`config.mk`:
```
export PLATFORM = sky130hd
export DESIGN_NAME = nor_cmd_front
export DESIGN_NICKNAME = d
export VERILOG_FILES = /design/src/rtl/pfcmd_pkg.sv /design/src/rtl/pfcmd_ctrl.sv /design/src/rtl/pfcmd_array.sv /design/src/rtl/pfcmd_rdsel.sv /design/src/rtl/nor_cmd_front.sv
export SDC_FILE = /design/constraint.sdc
export NUM_CORES = 2
export LEC_CHECK = 0
export BUFFER_PORTS_ARGS = -buffer_cell sky130_fd_sc_hd__buf_2
export CAP_MARGIN = 20
export CELL_PAD_IN_SITES_DETAIL_PLACEMENT = 0
export CELL_PAD_IN_SITES_GLOBAL_PLACEMENT = 2
export CORE_AREA = 2 2 473 475
export CTS_CLUSTER_SIZE = 20
export DETAILED_ROUTE_END_ITERATION = 12
export DIE_AREA = 0 0 475 477
export PLACE_DENSITY = 0.73
export SLEW_MARGIN = 20
export SYNTH_ARGS = -nofsm -noshare
export SYNTH_HDL_FRONTEND = slang
export SYNTH_SLANG_ARGS = --single-unit
```
`constraint.sdc`:
```
create_clock -name clk -period 8.44 [get_ports clk]
set_input_delay 1.688 -clock clk [delete_from_list [all_inputs] [get_ports clk]]
set_output_delay 1.688 -clock clk [all_outputs]
set_load 0.05 [all_outputs]
```
`src/rtl/pfcmd_pkg.sv`:
```
package pfcmd_pkg;

  // command byte codes (decoded from the low data byte)
  localparam logic [7:0] OP_RESET0   = 8'h00;
  localparam logic [7:0] OP_PROG_A   = 8'h10;
  localparam logic [7:0] OP_ERASE    = 8'h20;
  localparam logic [7:0] OP_PROG_B   = 8'h40;
  localparam logic [7:0] OP_CLR_STAT = 8'h50;
  localparam logic [7:0] OP_LOCK     = 8'h60;
  localparam logic [7:0] OP_RD_STAT  = 8'h70;
  localparam logic [7:0] OP_RD_ID    = 8'h90;
  localparam logic [7:0] OP_QUERY    = 8'h98;
  localparam logic [7:0] OP_CONFIRM  = 8'hD0;
  localparam logic [7:0] OP_LOCK_ALT = 8'h01;
  localparam logic [7:0] OP_ARRAY    = 8'hFF;

  // status register bit positions
  localparam int ST_READY     = 7;
  localparam int ST_ERASE_ERR = 5;
  localparam int ST_PROG_ERR  = 4;

  typedef enum logic [1:0] {SRC_ARRAY, SRC_STATUS, SRC_IDENT, SRC_QUERY} rd_src_e;

  // which read source a pending command selects
  function automatic rd_src_e src_for_cmd(logic [7:0] c);
    case (c)
      OP_RESET0: return SRC_ARRAY;
      OP_RD_ID:  return SRC_IDENT;
      OP_QUERY:  return SRC_QUERY;
      default:   return SRC_STATUS;
    endcase
  endfunction

  // identifier / query index: low address byte scaled by bus width
  function automatic logic [7:0] table_index(logic [7:0] low, int unsigned shift);
    return low >> shift;
  endfunction

  // identifier word for an index
  function automatic logic [15:0] id_word(logic [7:0] idx, logic [15:0] mfr, logic [15:0] dev);
    if (idx == 8'd0) return mfr;
    if (idx == 8'd1) return dev;
    return 16'h0000;
  endfunction

  // query table content, computed from the geometry
  function automatic logic [7:0] query_byte(logic [7:0] idx, int unsigned addr_w,
                                            int unsigned sectors, int unsigned sector_bytes);
    logic [31:0] ns;
    logic [31:0] sb;
    ns = 32'(sectors) - 32'd1;
    sb = 32'(sector_bytes);
    case (idx)
      8'h10: return 8'h51;
      8'h11: return 8'h52;
      8'h12: return 8'h59;
      8'h13: return 8'h01;
      8'h15: return 8'h31;
      8'h1B: return 8'h45;
      8'h1C: return 8'h55;
      8'h1F: return 8'h07;
      8'h20: return 8'h07;
      8'h21: return 8'h0A;
      8'h23: return 8'h04;
      8'h24: return 8'h04;
      8'h25: return 8'h04;
      8'h27: return 8'(addr_w);
      8'h28: return 8'h02;
      8'h2C: return 8'h01;
      8'h2D: return ns[7:0];
      8'h2E: return ns[15:8];
      8'h2F: return sb[15:8];
      8'h30: return sb[23:16];
      8'h31: return 8'h50;
      8'h32: return 8'h52;
      8'h33: return 8'h49;
      8'h34: return 8'h31;
      8'h35: return 8'h31;
      default: return 8'h00;
    endcase
  endfunction

endpackage

```
`src/rtl/pfcmd_ctrl.sv`:
```
module pfcmd_ctrl
  import pfcmd_pkg::*;
(
  input  logic       clk,
  input  logic       rst,
  input  logic       wr_en,
  input  logic [7:0] wbyte,
  input  logic       read_only,
  output logic [7:0] cmd_q,
  output logic       arm_q,
  output logic [7:0] status_q,
  output logic       prog_fire,
  output logic       erase_fire
);

  logic [7:0] cmd_d;
  logic [7:0] status_d;
  logic       arm_d;
  logic       prog_req;
  logic       erase_req;
  logic       back_to_array;
  logic       clear_cmd;

  assign clear_cmd = wr_en && !arm_q && (wbyte == OP_CLR_STAT);

  always_comb begin
    cmd_d         = cmd_q;
    arm_d         = arm_q;
    status_d      = status_q;
    prog_req      = 1'b0;
    erase_req     = 1'b0;
    back_to_array = 1'b0;
    if (wr_en) begin
      if (!arm_q) begin
        case (wbyte)
          OP_PROG_A, OP_PROG_B, OP_LOCK, OP_QUERY: begin
            cmd_d = wbyte;
            arm_d = 1'b1;
          end
          OP_ERASE: begin
            erase_req          = 1'b1;
            cmd_d              = wbyte;
            arm_d              = 1'b1;
            status_d[ST_READY] = 1'b1;
            if (read_only) status_d[ST_ERASE_ERR] = 1'b1;
          end
          OP_RD_STAT, OP_RD_ID: cmd_d = wbyte;
          OP_CLR_STAT: begin
            status_d      = '0;
            back_to_array = 1'b1;
          end
          default: back_to_array = 1'b1;
        endcase
      end else begin
        case (cmd_q)
          OP_PROG_A, OP_PROG_B: begin
            prog_req           = 1'b1;
            status_d[ST_READY] = 1'b1;
            if (read_only) status_d[ST_PROG_ERR] = 1'b1;
            back_to_array      = 1'b1;
          end
          OP_QUERY: if (wbyte == OP_ARRAY) back_to_array = 1'b1;
          OP_ERASE, OP_LOCK: begin
            if (wbyte == OP_CONFIRM || (cmd_q == OP_LOCK && wbyte == OP_LOCK_ALT)) begin
              arm_d              = 1'b0;
              status_d[ST_READY] = 1'b1;
            end else begin
              back_to_array = 1'b1;
            end
          end
          default: back_to_array = 1'b1;
        endcase
      end
      if (back_to_array) begin
        cmd_d = OP_RESET0;
        arm_d = 1'b0;
      end
    end
  end

  assign prog_fire  = prog_req && !read_only;
  assign erase_fire = erase_req && !read_only;

  always_ff @(posedge clk) begin
    if (rst) begin
      cmd_q    <= OP_RESET0;
      arm_q    <= 1'b0;
      status_q <= '0;
    end else begin
      cmd_q    <= cmd_d;
      arm_q    <= arm_d;
      status_q <= status_d;
    end
  end

  assert_prog_ready_R3: assert property (@(posedge clk) disable iff (rst)
    prog_req |=> (status_q[ST_READY] && cmd_q == OP_RESET0 && !arm_q));

  assert_erase_ready_R4: assert property (@(posedge clk) disable iff (rst)
    erase_req |=> status_q[ST_READY]);

  assert_ro_erase_flag_R5: assert property (@(posedge clk) disable iff (rst)
    (erase_req && read_only) |=> status_q[ST_ERASE_ERR]);

  assert_ro_prog_flag_R5: assert property (@(posedge clk) disable iff (rst)
    (prog_req && read_only) |=> status_q[ST_PROG_ERR]);

  assert_clear_all_R6: assert property (@(posedge clk) disable iff (rst)
    clear_cmd |=> (status_q == 8'h00 && cmd_q == OP_RESET0));

  assert_ready_sticky_R6: assert property (@(posedge clk) disable iff (rst)
    $fell(status_q[ST_READY]) |-> $past(clear_cmd));

  assert_stat_no_arm_R11: assert property (@(posedge clk) disable iff (rst)
    (wr_en && !arm_q && (wbyte == OP_RD_STAT || wbyte == OP_RD_ID)) |=> !arm_q);

endmodule

```
`src/rtl/pfcmd_array.sv`:
```
module pfcmd_array #(
  parameter int DW           = 16,
  parameter int WA_W         = 7,
  parameter int SEC_W        = 3,
  parameter int SECTOR_WORDS = 16
) (
  input  logic             clk,
  input  logic             rst,
  input  logic             prog_we,
  input  logic [WA_W-1:0]  prog_addr,
  input  logic [DW-1:0]    prog_data,
  input  logic             erase_go,
  input  logic [SEC_W-1:0] erase_sec,
  input  logic             rd_en,
  input  logic [WA_W-1:0]  rd_addr,
  output logic [DW-1:0]    rd_word
);

  localparam int WORDS = 2 ** WA_W;

  logic [DW-1:0]  mem_q [WORDS];
  logic [WORDS-1:0] written_q;
  logic [WORDS-1:0] erase_hit;
  logic [WORDS-1:0] prog_hit;

  for (genvar gi = 0; gi < WORDS; gi++) begin : g_word
    localparam logic [SEC_W-1:0] MY_SEC = SEC_W'(gi / SECTOR_WORDS);
    assign erase_hit[gi] = erase_go && (erase_sec == MY_SEC);
    assign prog_hit[gi]  = prog_we && (prog_addr == WA_W'(gi));
  end

  always_ff @(posedge clk) begin
    if (rst) written_q <= '0;
    else     written_q <= (written_q & ~erase_hit) | prog_hit;
  end

  always_ff @(posedge clk) begin
    if (prog_we) mem_q[prog_addr] <= prog_data;
  end

  always_ff @(posedge clk) begin
    if (rst)        rd_word <= '0;
    else if (rd_en) rd_word <= written_q[rd_addr] ? mem_q[rd_addr] : '1;
  end

  assert_erase_blank_R4: assert property (@(posedge clk) disable iff (rst)
    erase_go |=> ((written_q & $past(erase_hit)) == '0));

  assert_prog_marks_R3: assert property (@(posedge clk) disable iff (rst)
    prog_we |=> (written_q != '0));

endmodule

```
`src/rtl/pfcmd_rdsel.sv`:
```
module pfcmd_rdsel
  import pfcmd_pkg::*;
#(
  parameter int          DW           = 16,
  parameter int          OFF_W        = 1,
  parameter int          QUERY_LEN    = 82,
  parameter int          ADDR_W       = 8,
  parameter int          SECTORS      = 8,
  parameter int          SECTOR_BYTES = 32,
  parameter logic [15:0] MFR_ID       = 16'h00A5,
  parameter logic [15:0] DEV_ID       = 16'h7C21
) (
  input  logic          clk,
  input  logic          rst,
  input  logic          rd_en,
  input  logic [7:0]    cmd_q,
  input  logic [7:0]    status_q,
  input  logic [7:0]    addr_lo,
  input  logic [DW-1:0] array_word,
  output logic [DW-1:0] rdata
);

  localparam logic [8:0] QLEN9 = 9'(QUERY_LEN);

  logic [7:0]    idx;
  rd_src_e       src_d;
  rd_src_e       src_q;
  logic [DW-1:0] side_d;
  logic [DW-1:0] side_q;

  assign idx = table_index(addr_lo, OFF_W);

  always_comb begin
    src_d = src_for_cmd(cmd_q);
    case (src_d)
      SRC_STATUS: side_d = DW'(status_q);
      SRC_IDENT:  side_d = DW'(id_word(idx, MFR_ID, DEV_ID));
      SRC_QUERY:  side_d = ({1'b0, idx} < QLEN9)
                           ? DW'(query_byte(idx, ADDR_W, SECTORS, SECTOR_BYTES)) : '0;
      default:    side_d = '0;
    endcase
  end

  always_ff @(posedge clk) begin
    if (rst) begin
      src_q  <= SRC_STATUS;
      side_q <= '0;
    end else if (rd_en) begin
      src_q  <= src_d;
      side_q <= side_d;
    end
  end

  assign rdata = (src_q == SRC_ARRAY) ? array_word : side_q;

  assert_read_hold_R2: assert property (@(posedge clk) disable iff (rst)
    !rd_en |=> $stable(rdata));

  assert_ident_tail_R8: assert property (@(posedge clk) disable iff (rst)
    (rd_en && cmd_q == OP_RD_ID && idx > 8'd1) |=> (rdata == '0));

  assert_query_range_R9: assert property (@(posedge clk) disable iff (rst)
    (rd_en && cmd_q == OP_QUERY && {1'b0, idx} >= QLEN9) |=> (rdata == '0));

endmodule

```
`src/rtl/nor_cmd_front.sv`:
```
module nor_cmd_front
  import pfcmd_pkg::*;
#(
  parameter int          DATA_BYTES   = 2,
  parameter int          ADDR_W       = 8,
  parameter int          SECTOR_BYTES = 32,
  parameter int          QUERY_LEN    = 82,
  parameter logic [15:0] MFR_ID       = 16'h00A5,
  parameter logic [15:0] DEV_ID       = 16'h7C21
) (
  input  logic                    clk,
  input  logic                    rst,
  input  logic                    wr_en,
  input  logic                    rd_en,
  input  logic [ADDR_W-1:0]       addr,
  input  logic [8*DATA_BYTES-1:0] wdata,
  input  logic                    read_only,
  output logic [8*DATA_BYTES-1:0] rdata
);

  localparam int DW           = 8 * DATA_BYTES;
  localparam int OFF_W        = $clog2(DATA_BYTES);
  localparam int WA_W         = ADDR_W - OFF_W;
  localparam int SECTOR_WORDS = SECTOR_BYTES / DATA_BYTES;
  localparam int SEC_OFF      = $clog2(SECTOR_BYTES);
  localparam int SECTORS      = (2 ** ADDR_W) / SECTOR_BYTES;
  localparam int SEC_W        = (SECTORS > 1) ? $clog2(SECTORS) : 1;

  logic [7:0]       cmd_q;
  logic             arm_q;
  logic [7:0]       status_q;
  logic             prog_fire;
  logic             erase_fire;
  logic [WA_W-1:0]  word_addr;
  logic [SEC_W-1:0] sector_sel;
  logic [DW-1:0]    array_word;

  assign word_addr = addr[ADDR_W-1:OFF_W];

  if (SECTORS > 1) begin : g_multi_sector
    assign sector_sel = addr[ADDR_W-1:SEC_OFF];
  end else begin : g_one_sector
    assign sector_sel = '0;
  end

  pfcmd_ctrl u_ctrl (
    .clk        (clk),
    .rst        (rst),
    .wr_en      (wr_en),
    .wbyte      (wdata[7:0]),
    .read_only  (read_only),
    .cmd_q      (cmd_q),
    .arm_q      (arm_q),
    .status_q   (status_q),
    .prog_fire  (prog_fire),
    .erase_fire (erase_fire)
  );

  pfcmd_array #(
    .DW           (DW),
    .WA_W         (WA_W),
    .SEC_W        (SEC_W),
    .SECTOR_WORDS (SECTOR_WORDS)
  ) u_array (
    .clk       (clk),
    .rst       (rst),
    .prog_we   (prog_fire),
    .prog_addr (word_addr),
    .prog_data (wdata),
    .erase_go  (erase_fire),
    .erase_sec (sector_sel),
    .rd_en     (rd_en),
    .rd_addr   (word_addr),
    .rd_word   (array_word)
  );

  pfcmd_rdsel #(
    .DW           (DW),
    .OFF_W        (OFF_W),
    .QUERY_LEN    (QUERY_LEN),
    .ADDR_W       (ADDR_W),
    .SECTORS      (SECTORS),
    .SECTOR_BYTES (SECTOR_BYTES),
    .MFR_ID       (MFR_ID),
    .DEV_ID       (DEV_ID)
  ) u_rdsel (
    .clk        (clk),
    .rst        (rst),
    .rd_en      (rd_en),
    .cmd_q      (cmd_q),
    .status_q   (status_q),
    .addr_lo    (8'(addr)),
    .array_word (array_word),
    .rdata      (rdata)
  );

  assert_armed_cmd_R11: assert property (@(posedge clk) disable iff (rst)
    arm_q |-> (cmd_q == OP_PROG_A || cmd_q == OP_PROG_B || cmd_q == OP_ERASE ||
               cmd_q == OP_LOCK || cmd_q == OP_QUERY));

  assert_reset_idle_R1: assert property (@(posedge clk)
    rst |=> (cmd_q == OP_RESET0 && !arm_q && status_q == 8'h00 && rdata == '0));

  assert_ro_no_change_R5: assert property (@(posedge clk) disable iff (rst)
    read_only |-> (!prog_fire && !erase_fire));

endmodule

```
==> impl_metrics.json <==
{
  "status": "completed",
  "cts_made_buffers": 223,
  "max_slew_margin": 0.178,
  "hold_start": "u_rdsel.side_q[6]$_SDFFE_PP0P_",
  "critPathMaxFanout": 67,
  "cts_resized": 0,
  "htreeDepth": 4,
  "vias_per_cell": 6.07,
  "setup.worst_path.start_class": "primary input",
  "max_stage_delay_ns": 0.68,
  "syn_area_um2": 88100,
  "pwr-share-seq": 0.523,
  "drtIter0Drc": 6554,
  "fp.dieH_um": 477,
  "fillers": 19200,
  "crit_chain": "buf_8 > buf_4 > inv_4 > buf_4 > o2bb2ai_1 > o21ai_0 > a31oi_1 > a22o_1 > o21ai_0 > a311oi_1",
  "vias": 52900,
  "cp_slowest_cell": "buf_4",
  "tightest_slew_ns": 1.23,
  "place_congestion": 0.873,
  "start_util": 0.398,
  "fmax_mhz": 204,
  "drive_gt1_frac": 0.192,
  "r2r_start": "u_ctrl.cmd_q[0]$_SDFFE_PP0P_",
  "synthArstFlopShare": 0,
  "netlist_instances": 5395,
  "syn-num-nets": 5431,
  "firstDrtPassIters": 6,
  "design_area_um2": 99400,
  "dieWidth_um": 475,
  "yosysSeqAreaShare": 0.736,
  "root_buffer": "clkbuf_16",
  "drc": 0,
  "std_cell_rows": 173,
  "clkLatencyLatePin_ns": 0.90,
  "worstSetupPathType": "in2reg",
  "finalMaxSlewViolations": 0,
  "final_common_cell": "edfxtp_1",
  "critPathArrivalTime_ns": 5.71,
  "fin_skew_ns": 0.0716,
  "switching_share": 0.231,
  "crit_buf_inv": 4,
  "hp-class": "reg2reg",
  "combinationalPowerShare": 0.058,
  "cp-end-kind": "flip-flop",
  "peakVddDrop_v": 0.000225,
  "layout_min_cycle_time_ns": 4.91,
  "antenna_found_initial": 15,
  "finalHoldViolCount": 0,
  "post_cts_buffers": 0,
  "powerDensity_nw_per_um2": 231,
  "fin_nets": 5576,
  "ys_ff_latch": 2215,
  "rsz0062_at_grt": "false",
  "rrSetupSlack_ns": 4.36,
  "required_ns": 9.24,
  "clk_pin_slew_ns": 0.06,
  "synth_edf_count": 2048,
  "postCtsHoldBufs": 0,
  "cts_buffer_depth": 3,
  "cp-startpoint": "addr[2]",
  "area_delta_synth_final_pct": 12.9,
  "mostFrequentLayoutCells": "edfxtp_1, nor2_1, mux2_2, buf_4, mux2i_1",
  "synth_cell_types": 80,
  "critical_path.top_delay_family": "buffers and inverters",
  "cap_violations": 0,
  "cts_sinks": 2215,
  "grt_first_pass_wirelength_um": 399000,
  "ioPinCount": 45,
  "ant_nets": 0,
  "grt.overflow.total": 0,
  "drt-total-wl_um": 287000,
  "die_area_um2": 227000,
  "synthFlopType": "edfxtp_1",
  "syn_avg_cell_area_um2": 16.3,
  "first_global_vias": 50600,
  "gr-usage-all-layers": 0.248,
  "place.port_buffers": 43,
  "leakagePower_nw": 31.7,
  "wl_per_cell_um": 32.9,
  "synth_warnings": 0,
  "placed_area_um2": 92300,
  "final.period_utilization": 0.582,
  "p_switching_mw": 5.30,
  "fin_setup_tns_ns": 0,
  "grt_max_degree": 129,
  "setup_viol": 0,
  "p_clk_frac": 0.419,
  "p_int_mw": 17.7,
  "core_area_um2": 221000,
  "cts_tree": "done",
  "dp_hpwl_um": 167000
}
## routing by layer
layer | part of all wire | vias to the layer above | global-route usage
met5 | 0.00013 | - | 0
met4 | 0.043 | 6 | 0.102
met3 | 0.084 | 462 | 0.0426
met2 | 0.46 | 2630 | 0.384
met1 | 0.41 | 27800 | 0.348
li1 | - | 22100 | -
## state kept, by name, indices dropped and copies added, names as in the netlist
name	flops
u_rdsel.src_q	2
u_ctrl.cmd_q	8
u_array.rd_word	16
u_ctrl.arm_q	1
u_ctrl.status_q	3
u_array.mem_q	2048
u_array.written_q	128
u_rdsel.side_q	9
## through the flow
step	worst slack, ns	std cells	hold WS, ns	util	total power, mW
final	3.53	8715	0.464	0.449	23.0
after floorplan	3.83	5395	0.431	-	12.9
after global placement	2.58	8287	0.444	0.417	13.5
after global routing	3.45	8709	0.484	0.449	23.5
after detailed placement	2.66	8287	0.452	0.417	13.5
after CTS	3.64	8704	0.465	0.449	23.1
## power groups by stage
stage	Sequential (mW)	Combinational, mW	Clock, mW
after floorplan	12.2	0.670	0
after global placement	12.2	1.30	0
after detailed placement	12.2	1.31	0
after CTS	12.0	1.32	9.74
after global routing	12.0	1.38	10.2
final	12.0	1.33	9.63
## synthesized netlist by cell type, types with 27 or more instances
cell         n  area share
a211oi_1    47      0.0040
a21oi_1    237       0.013
a221o_1     35      0.0040
a221oi_1   216       0.021
a22oi_1    235       0.020
a31oi_1     27      0.0019
buf_1       30      0.0013
buf_2      116      0.0066
buf_4       48      0.0041
buf_6       40      0.0051
clkbuf_1   150      0.0064
dfxtp_1    167       0.038
edfxtp_1  2048        0.70
mux2_2     310       0.040
mux2i_1    245       0.028
mux4_2     102       0.026
nand2_1    143      0.0061
nand3_1     47      0.0027
nor2_1     489       0.021
nor3_1      40      0.0023
o211ai_1    31      0.0026
o21ai_0    192       0.011
o221ai_1    35      0.0035
o22ai_1     46      0.0033
## cells by family (layout without fill, tap and decap cells)
group,count (synthesis),after routing,share of synthesized area
flops,2215,2215,0.736
compound gates,1277,1277,0.103
simple gates,838,838,0.0410
mux,657,657,0.0936
buf+inv,399,736,0.0252
fa+ha+maj,7,7,0.000995
xor+xnor,2,2,0.000199
other cells,0,8,0
## area by class of cell
cell class                      count  area, um2  share of cell area
Antenna cell                        8       20.0            0.000201
Multi-Input combinational cell   2781      21200               0.213
Clock buffer                      265       5830              0.0586
Timing Repair Buffer              310       2570              0.0259
Clock inverter                    152       1210              0.0122
Sequential cell                  2215      64800               0.652
Tap cell                         2975       3720              0.0374
Inverter                            9       42.5            0.000428
## worst reg2reg max path, stage by stage (launching register included)
cell,delay (ns)
dfxtp_1,0.30
nor3_1,0.34
nand3_1,0.24
nor3_2,0.20
buf_4,0.51
nand3_1,0.79
buf_4,0.51
nor2_1,0.53
buf_4,0.34
## path summary, 6_finish.rpt
check	to	depth (start not counted)
worst min-delay path	u_rdsel.side_q[6]$_SDFFE_PP0P_	2
worst max register to register	u_array.mem_q[123][0]$_DFFE_PP_	8
worst min register to register	u_rdsel.side_q[6]$_SDFFE_PP0P_	2
worst max-delay path	u_array.rd_word[12]$_SDFFE_PP0P_	10
No activity file was read; power rests on OpenSTA's default activity.
